**config.mk**
```make
export PLATFORM = sky130hd
export DESIGN_NAME = nand_page_ecc
export DESIGN_NICKNAME = d
export VERILOG_FILES = /design/src/rtl/nand_ecc_pkg.sv /design/src/rtl/nand_ecc_ctl.sv /design/src/rtl/nand_ecc_seq.sv /design/src/rtl/nand_ecc_line_acc.sv /design/src/rtl/nand_ecc_col_acc.sv /design/src/rtl/nand_ecc_readback.sv /design/src/rtl/nand_page_ecc.sv
export SDC_FILE = /design/constraint.sdc
export NUM_CORES = 1
export LEC_CHECK = 0
export ABC_AREA = 1
export CAP_MARGIN = 20
export CORE_UTILIZATION = 41
export CTS_CLUSTER_SIZE = 20
export DETAILED_ROUTE_END_ITERATION = 8
export GPL_ROUTABILITY_DRIVEN = 0
export HOLD_SLACK_MARGIN = 0.15
export PLACE_DENSITY = 0.78
export SKIP_LAST_GASP = 1
export SYNTH_ARGS = -nofsm -noshare
export SYNTH_HDL_FRONTEND = slang
export SYNTH_SLANG_ARGS = --single-unit
```
**constraint.sdc**
```tcl
create_clock -name clk -period 1.3 [get_ports clk]
set_input_delay 0.26 -clock clk [delete_from_list [all_inputs] [get_ports clk]]
set_output_delay 0.26 -clock clk [all_outputs]
set_load 0.1 [all_outputs]
```
**src/rtl/nand_ecc_pkg.sv**
```systemverilog
package nand_ecc_pkg;
  localparam int IDX_W  = 8;
  localparam int BYTE_W = 8;
  localparam int POS_W  = 3;
  localparam int LINE_W = 2 * IDX_W;
  localparam int COL_W  = 2 * POS_W;
  localparam int CNT_W  = IDX_W + 1;
  localparam int CHUNK  = 1 << IDX_W;
  localparam int CTL_W  = 3;

  // parity of a whole byte
  function automatic logic byte_par(input logic [BYTE_W-1:0] d);
    return ^d;
  endfunction

  // line contribution: parity goes to term 2k+idx[k]
  function automatic logic [LINE_W-1:0] line_terms(input logic [IDX_W-1:0] idx,
                                                   input logic p);
    logic [LINE_W-1:0] t;
    t = '0;
    for (int k = 0; k < IDX_W; k++) begin
      t[2*k + int'(idx[k])] = p;
    end
    return t;
  endfunction

  // column contribution: bit j goes to term 2m+j[m]
  function automatic logic [COL_W-1:0] col_terms(input logic [BYTE_W-1:0] d);
    logic [COL_W-1:0] t;
    logic [POS_W-1:0] j;
    t = '0;
    for (int b = 0; b < BYTE_W; b++) begin
      j = POS_W'(b);
      for (int m = 0; m < POS_W; m++) begin
        t[2*m + int'(j[m])] = t[2*m + int'(j[m])] ^ d[b];
      end
    end
    return t;
  endfunction
endpackage

```
**src/rtl/nand_ecc_ctl.sv**
```systemverilog
module nand_ecc_ctl
  import nand_ecc_pkg::*;
(
  input  logic             clk,
  input  logic             rst_n,
  input  logic             ctl_wr,
  input  logic [CTL_W-1:0] ctl_wdata,
  output logic             en_q,
  output logic             inv_q,
  output logic             clr_pulse
);
  assign clr_pulse = ctl_wr & ctl_wdata[1];

  always_ff @(posedge clk) begin
    if (!rst_n) begin
      en_q  <= 1'b0;
      inv_q <= 1'b0;
    end else if (ctl_wr) begin
      en_q  <= ctl_wdata[0];
      inv_q <= ctl_wdata[2];
    end
  end
endmodule

```
**src/rtl/nand_ecc_seq.sv**
```systemverilog
module nand_ecc_seq
  import nand_ecc_pkg::*;
(
  input  logic             clk,
  input  logic             rst_n,
  input  logic             win_xfer,
  input  logic             en_q,
  input  logic             clr_pulse,
  output logic             acc_fire,
  output logic             chunk_full,
  output logic [CNT_W-1:0] cnt_q
);
  assign chunk_full = cnt_q[IDX_W];
  assign acc_fire   = win_xfer & en_q & ~chunk_full & ~clr_pulse;

  always_ff @(posedge clk) begin
    if (!rst_n || clr_pulse) cnt_q <= '0;
    else if (acc_fire)       cnt_q <= cnt_q + 1'b1;
  end
endmodule

```
**src/rtl/nand_ecc_line_acc.sv**
```systemverilog
module nand_ecc_line_acc
  import nand_ecc_pkg::*;
(
  input  logic              clk,
  input  logic              rst_n,
  input  logic              clr_pulse,
  input  logic              acc_fire,
  input  logic [IDX_W-1:0]  idx,
  input  logic [BYTE_W-1:0] data,
  output logic [LINE_W-1:0] line_q
);
  logic [LINE_W-1:0] contrib;
  assign contrib = line_terms(idx, byte_par(data));

  for (genvar k = 0; k < IDX_W; k++) begin : g_pair
    logic even_q, odd_q;
    always_ff @(posedge clk) begin
      if (!rst_n || clr_pulse) begin
        even_q <= 1'b0;
        odd_q  <= 1'b0;
      end else if (acc_fire) begin
        even_q <= even_q ^ contrib[2*k];
        odd_q  <= odd_q  ^ contrib[2*k+1];
      end
    end
    assign line_q[2*k]   = even_q;
    assign line_q[2*k+1] = odd_q;
  end
endmodule

```
**src/rtl/nand_ecc_col_acc.sv**
```systemverilog
module nand_ecc_col_acc
  import nand_ecc_pkg::*;
(
  input  logic              clk,
  input  logic              rst_n,
  input  logic              clr_pulse,
  input  logic              acc_fire,
  input  logic [BYTE_W-1:0] data,
  output logic [COL_W-1:0]  col_q
);
  always_ff @(posedge clk) begin
    if (!rst_n || clr_pulse) col_q <= '0;
    else if (acc_fire)       col_q <= col_q ^ col_terms(data);
  end
endmodule

```
**src/rtl/nand_ecc_readback.sv**
```systemverilog
module nand_ecc_readback
  import nand_ecc_pkg::*;
(
  input  logic              inv_q,
  input  logic              en_q,
  input  logic [LINE_W-1:0] line_q,
  input  logic [COL_W-1:0]  col_q,
  input  logic [7:0]        sts_byte,
  output logic [7:0]        ecc_lo,
  output logic [7:0]        ecc_hi,
  output logic [7:0]        ecc_col,
  output logic [31:0]       ecc_word,
  output logic [7:0]        ctl_rdata
);
  logic [LINE_W-1:0] line_v;
  logic [COL_W-1:0]  col_v;

  assign line_v    = line_q ^ {LINE_W{inv_q}};
  assign col_v     = col_q  ^ {COL_W{inv_q}};
  assign ecc_hi    = line_v[IDX_W-1:0];
  assign ecc_lo    = line_v[LINE_W-1:IDX_W];
  assign ecc_col   = {col_v, 2'b11};
  assign ecc_word  = {ecc_col, ecc_hi, ecc_lo, sts_byte};
  assign ctl_rdata = {5'b0, inv_q, 1'b0, en_q};
endmodule

```
**src/rtl/nand_page_ecc.sv**
```systemverilog
module nand_page_ecc
  import nand_ecc_pkg::*;
(
  input  logic             clk,
  input  logic             rst_n,
  input  logic             win_xfer,
  input  logic [7:0]       win_byte,
  input  logic             ctl_wr,
  input  logic [CTL_W-1:0] ctl_wdata,
  input  logic [7:0]       sts_byte,
  output logic [7:0]       ecc_lo,
  output logic [7:0]       ecc_hi,
  output logic [7:0]       ecc_col,
  output logic [31:0]      ecc_word,
  output logic [7:0]       ctl_rdata,
  output logic             chunk_done
);
  logic              en_q, inv_q, clr_pulse, acc_fire, chunk_full;
  logic [CNT_W-1:0]  cnt_q;
  logic [LINE_W-1:0] line_q;
  logic [COL_W-1:0]  col_q;

  nand_ecc_ctl u_ctl (
    .clk(clk), .rst_n(rst_n), .ctl_wr(ctl_wr), .ctl_wdata(ctl_wdata),
    .en_q(en_q), .inv_q(inv_q), .clr_pulse(clr_pulse)
  );

  nand_ecc_seq u_seq (
    .clk(clk), .rst_n(rst_n), .win_xfer(win_xfer), .en_q(en_q),
    .clr_pulse(clr_pulse), .acc_fire(acc_fire), .chunk_full(chunk_full),
    .cnt_q(cnt_q)
  );

  nand_ecc_line_acc u_line (
    .clk(clk), .rst_n(rst_n), .clr_pulse(clr_pulse), .acc_fire(acc_fire),
    .idx(cnt_q[IDX_W-1:0]), .data(win_byte), .line_q(line_q)
  );

  nand_ecc_col_acc u_col (
    .clk(clk), .rst_n(rst_n), .clr_pulse(clr_pulse), .acc_fire(acc_fire),
    .data(win_byte), .col_q(col_q)
  );

  nand_ecc_readback u_rb (
    .inv_q(inv_q), .en_q(en_q), .line_q(line_q), .col_q(col_q),
    .sts_byte(sts_byte), .ecc_lo(ecc_lo), .ecc_hi(ecc_hi), .ecc_col(ecc_col),
    .ecc_word(ecc_word), .ctl_rdata(ctl_rdata)
  );

  assign chunk_done = chunk_full;
endmodule

```
# Yosys cells after proc, flatten, opt, wreduce, memory -nomap -nowiden
# Cells that the tools add are included.
dict set report word_totals {
  elab_cells 121
  regBits 33
  inputBits 23
  out_inout_bits 65
}
dict set report op_classes {
  mux 23
  reduce_logical 11
  n_bitwise 43
  add_sub_neg 8
  order_cmp 16
}
# op n
set op_table {}
lappend op_table {{greater-or-equal comparator 32 x 1 -> 1 bit (second input constant)} 7}
lappend op_table {{less-than comparator 32 x 6 -> 1 bit (second input constant)} 7}
lappend op_table {{bitwise mux 16 bit} 7}
lappend op_table {{XOR 1 bit} 33}
lappend op_table {{demux 1 bit (select 4 bit)} 7}
lappend op_table {{adder 4 x 1 -> 5 bit (first input constant)} 4}
lappend op_table {{AND 16 x 2 -> 16 bit} 1}
lappend op_table {{XOR 16 bit} 1}
lappend op_table {{XOR 6 bit} 2}
lappend op_table {{adder 9 x 1 -> 9 bit (second input constant)} 1}
lappend op_table {{adder 3 x 1 -> 4 bit (first input constant)} 2}
lappend op_table {{logical AND 1 bit} 8}
lappend op_table {{two-way mux 1 bit} 8}
lappend op_table {{parity 8 bit} 1}
lappend op_table {{less-than comparator 1 x 5 -> 1 bit (second input constant)} 1}
lappend op_table {{AND 1 bit} 4}
lappend op_table {{adder 2 x 1 -> 3 bit (first input constant)} 1}
lappend op_table {{NOT 1 bit} 2}
lappend op_table {{demux 1 bit (select 1 bit)} 1}
lappend op_table {{greater-or-equal comparator 1 bit (second input constant)} 1}
lappend op_table {{logical NOT 1 bit} 1}
lappend op_table {{logical OR 1 bit} 1}

# Logic depth before layout (Yosys ltp)
dict set report logic_depth {
  word_depth 13
  depth_mapped 12
  ltp_nobuf 11
}

# By module
# A second synthesis with hierarchy kept.
dict set report hier_totals {
  cells_unflattened 544
  hier_area_um2 3012.9
}
# mod seq_area_each_um2 cells_per_inst n_inst area_per_inst_um2
set by_module_without_submodules {}
lappend by_module_without_submodules {nand_ecc_line_acc 320.3 206 1 1213.7}
lappend by_module_without_submodules {nand_ecc_readback 0.0 137 1 694.4}
lappend by_module_without_submodules {nand_ecc_col_acc 120.1 111 1 538.0}
lappend by_module_without_submodules {nand_ecc_seq 180.2 76 1 481.7}
lappend by_module_without_submodules {nand_ecc_ctl 40.0 14 1 85.1}

# Least setup slack after synthesis
# OpenSTA, ideal clock, no wires.
dict set report synth_timing {
  path_kind {register -> output}
  startpoint {register u_ctl.inv_q}
  endpoint {output port ecc_word[26]}
  slack_ns -1.727
  required_time_ns 1.040
  t_arrival_ns 2.767
  path_stages_with_launch 5
  cell_sequence {dfxtp_1 -> clkbuf_1 -> buf_2 -> xor2_1 -> buf_4}
}
dict set report synth_between {
  elab_chain_len 1
}
# item line
set synth_rtl {}
lappend synth_rtl {{start: declaration} nand_ecc_ctl.sv:9} ;# output logic inv_q,
lappend synth_rtl {{start signal: assignment} nand_ecc_ctl.sv:20} ;# inv_q <= ctl_wdata[2];
lappend synth_rtl {{XOR 6 bit} nand_ecc_readback.sv:19} ;# assign col_v = col_q ^ {COL_W{inv_q}};
lappend synth_rtl {{end: declaration} nand_page_ecc.sv:14} ;# output logic [31:0] ecc_word,
# No other way between the ends.

# Final worst setup path
dict set report layout_timing {
  startpoint {register u_ctl.inv_q}
  endpoint {output port ecc_word[22]}
}
dict set report layout_between {
  elab_chain_len 1
}
# item line
set layout_rtl {}
lappend layout_rtl {{XOR 16 bit} nand_ecc_readback.sv:18} ;# assign line_v = line_q ^ {LINE_W{inv_q}};
# No other way between the ends.

==> flow_metrics.tcl <==
set metrics [dict create \
    hpwlAfterDp_um 4890 \
    syn_to_final_growth_pct 89.4 \
    final.fill_count 276 \
    numCtsBuffers 5 \
    avgViaCountPerCell 5.19 \
    io-pin-count 88 \
    grt-ovfl-total 0 \
    grt_pass1_vias 2655 \
    cts_root_buf "clkbuf_8" \
    status "complete, but fails checks" \
    dieWidth_um 79.5 \
    slowest_stage "dfxtp_4" \
    vias 2722 \
    cts_tree "done" \
    syn_avg_cell_area_um2 6.86 \
    synth_ff_type "dfxtp_1" \
    power_density_nw_per_um2 911 \
    coreArea_um2 5640 \
    r2r-start "u_seq.cnt_q[8]" \
    synth_edf_count 0 \
    maxSlewViolCount 0 \
    crit_type "flip-flop to primary output" \
    dr.first_iter.drc_count 169 \
    drive_above_1_share_pct 51.3 \
    ir_worst_vdd_mv 0.695 \
    startpoint_type "flip-flop" \
    slowest_delay_ns 0.37 \
    cts-htree-levels 2 \
    power_uw 4250 \
    fp.dieH_um 79.5 \
    start_util_pct 43.6 \
    finalSetupViolCount 69 \
    finalClockSkew_ns 0.0100 \
    first_pass_iters 4 \
    clock_latency_ns 0.30 \
    hp-start "ctl_wr" \
    final.setup.tns_ns -16.34 \
    grtUsageTotal_pct 26.0 \
    drtAntennaViolNets 0 \
    cp-end-kind "primary output" \
    hold_violations 0 \
    die_area_um2 6320 \
    antenna_found_initial 0 \
    grt_max_degree 17 \
    clock.fmax_mhz 600 \
    grt_pass1_wl_um 12500 \
    num_rows 27 \
    cts.path.max_buffers 2 \
    post-route-drc-count 0 \
    rsz0062_at_grt "yes" \
    drv_cap 0 \
    synthCells 359 \
    cp.arrival_ns 1.41 \
    rr_worst_depth 7 \
    totalWireLength_um 9360 \
    holdCritPathClass "primary input to flip-flop" \
    critPathTopFamily "buffers and inverters" \
    fin_ws_ns -0.367 \
    seq_area_um2 674 \
    required_ns 1.04 \
    crit_path_frequent_cell "buf_12" \
    path_cells "buf_12 -> buf_4 -> xor2_4 -> buf_12" \
    fin_nets 475 \
    wl_per_cell_um 17.9 \
    reg2reg_setup_slack_ns -0.20 \
    yosys_warnings 0 \
    clock-sinks 33 \
    synth_cell_types 28 \
    path_clk_slew_ns 0.06 \
    holdPathStages 4 \
    fin_crit_sh_pct 128 \
    synth_area_um2 2460 \
    min_period_ns 1.67 \
    ys_seq_area_share_pct 26.8 \
    path_buf_inv 3 \
    synthArstFlopShare_pct 0 \
    critical_path_peak_fanout 4 \
    multiInputGateArea_um2 1860 \
    violations "negative setup slack" \
    ys_ff_latch 33 \
    total_leakage_power_uw 0.00198 \
    critPathLaunch "u_ctl.inv_q" \
    diodes 0 \
    portBuffers 61 \
    hold_end "u_ctl.inv_q" \
    timing.rr.end "u_seq.cnt_q[5]" \
]
[placed cells by master (no fill, tap or decap), drive strengths merged, types with 4 or more instances in the layout]
cell	n
a21oi	13
buf	115
clkbuf	14
conb	10
dfxtp	33
inv	61
nand2	80
nand3	19
nand4	15
nor2	29
nor3	5
o21ai	15
xnor2	4
xor2	25
[worst max path at each step]
| stage | to | slack [ns] | depth (start not counted) |
|---|---|---|---|
| after floorplan | ecc_word[10] | -0.57 | 4 |
| after detailed placement | u_line.g_pair[0].even_q | -0.61 | 13 |
| after CTS | ecc_word[30] | -0.34 | 4 |
| after global routing | ecc_word[22] | -0.39 | 4 |
| after global placement | u_line.g_pair[2].even_q | -0.53 | 12 |
| final | ecc_word[22] | -0.37 | 4 |
[per-layer routing]
layer | GRT usage [%] | wire length, um
met5 | 0 | 0
met4 | 15.6 | 652
met3 | 4.46 | 682
met2 | 48.8 | 5000
met1 | 26.4 | 3030
[power by group]
group	total (uW)	leakage (uW)	internal (uW)	switching, uW
clock	790	0.0000395	381	409
sequential	1060	0.000271	1030	35.0
combinational	2390	0.00167	826	1570
[layout make-up]
class                   instances  area share, %
clock buffers                   8           1.72
repair buffers                130           37.1
flip-flops and latches         33           14.5
multi-input cells             220           39.8
well taps                      72           1.93
inverters                      61           5.02
[what timing repair did]
action / in CTS / in global routing
hold buffers: 0 / 0
endpoints found under the setup margin: 73 / 74
gates cloned: 3 / 2
setup buffers: 10 / 10
resized for setup: 49 / 69
pin swaps: 12 / 33
[worst min-delay path, delay by kind of cell]
family	cells	cell delay (ns)
AOI/OAI and AO/OA	1	0.07
buffers and inverters	2	0.35
and+or+nand+nor	1	0.07
[state kept, by name (all words and copies together) (netlist names)]
name	flops
u_line.g_pair.odd_q	8
u_ctl.en_q	1
u_ctl.inv_q	1
u_seq.cnt_q	9
u_line.g_pair.even_q	8
u_col.col_q	6
[metrics by stage]
step / hold WS, ns / cells / setup WS (ns) / area (um2) / utilization [%]
2_1_floorplan: 0.388 / 367 / -0.566 / 3260 / -
3_3_place_gp: 0.494 / 495 / -0.529 / 4110 / 72.8
3_5_place_dp: 0.514 / 495 / -0.609 / 4110 / 72.8
4_1_cts: 0.488 / 516 / -0.344 / 4450 / 79.0
5_1_grt: 0.520 / 524 / -0.390 / 4660 / 82.6
6_report: 0.485 / 524 / -0.367 / 4660 / 82.6
[cells by family after synthesis]
logic type	Yosys count	synth area share [%]
other	2	0.305
XOR/XNOR	29	10.3
adder cells (fa/ha/maj)	1	0.508
flip-flops	33	26.8
AO/OA/AOI/OAI	30	6.30
buffers and inverters	114	24.9
AND/OR/NAND/NOR	150	30.9
[synth_stat cells (7+ instances only)]
cell | n | share of area (%)
a21oi_1 | 13 | 2.6
buf_4 | 44 | 13
dfxtp_1 | 33 | 27
inv_1 | 55 | 8.4
nand2_1 | 69 | 11
nand2_2 | 7 | 1.8
nand3_1 | 9 | 1.8
nand3_2 | 10 | 4.1
nand4_1 | 14 | 3.6
nor2_1 | 27 | 4.1
o21ai_0 | 15 | 3.1
xor2_1 | 25 | 8.9
No activity file was read; power rests on OpenSTA's default activity.
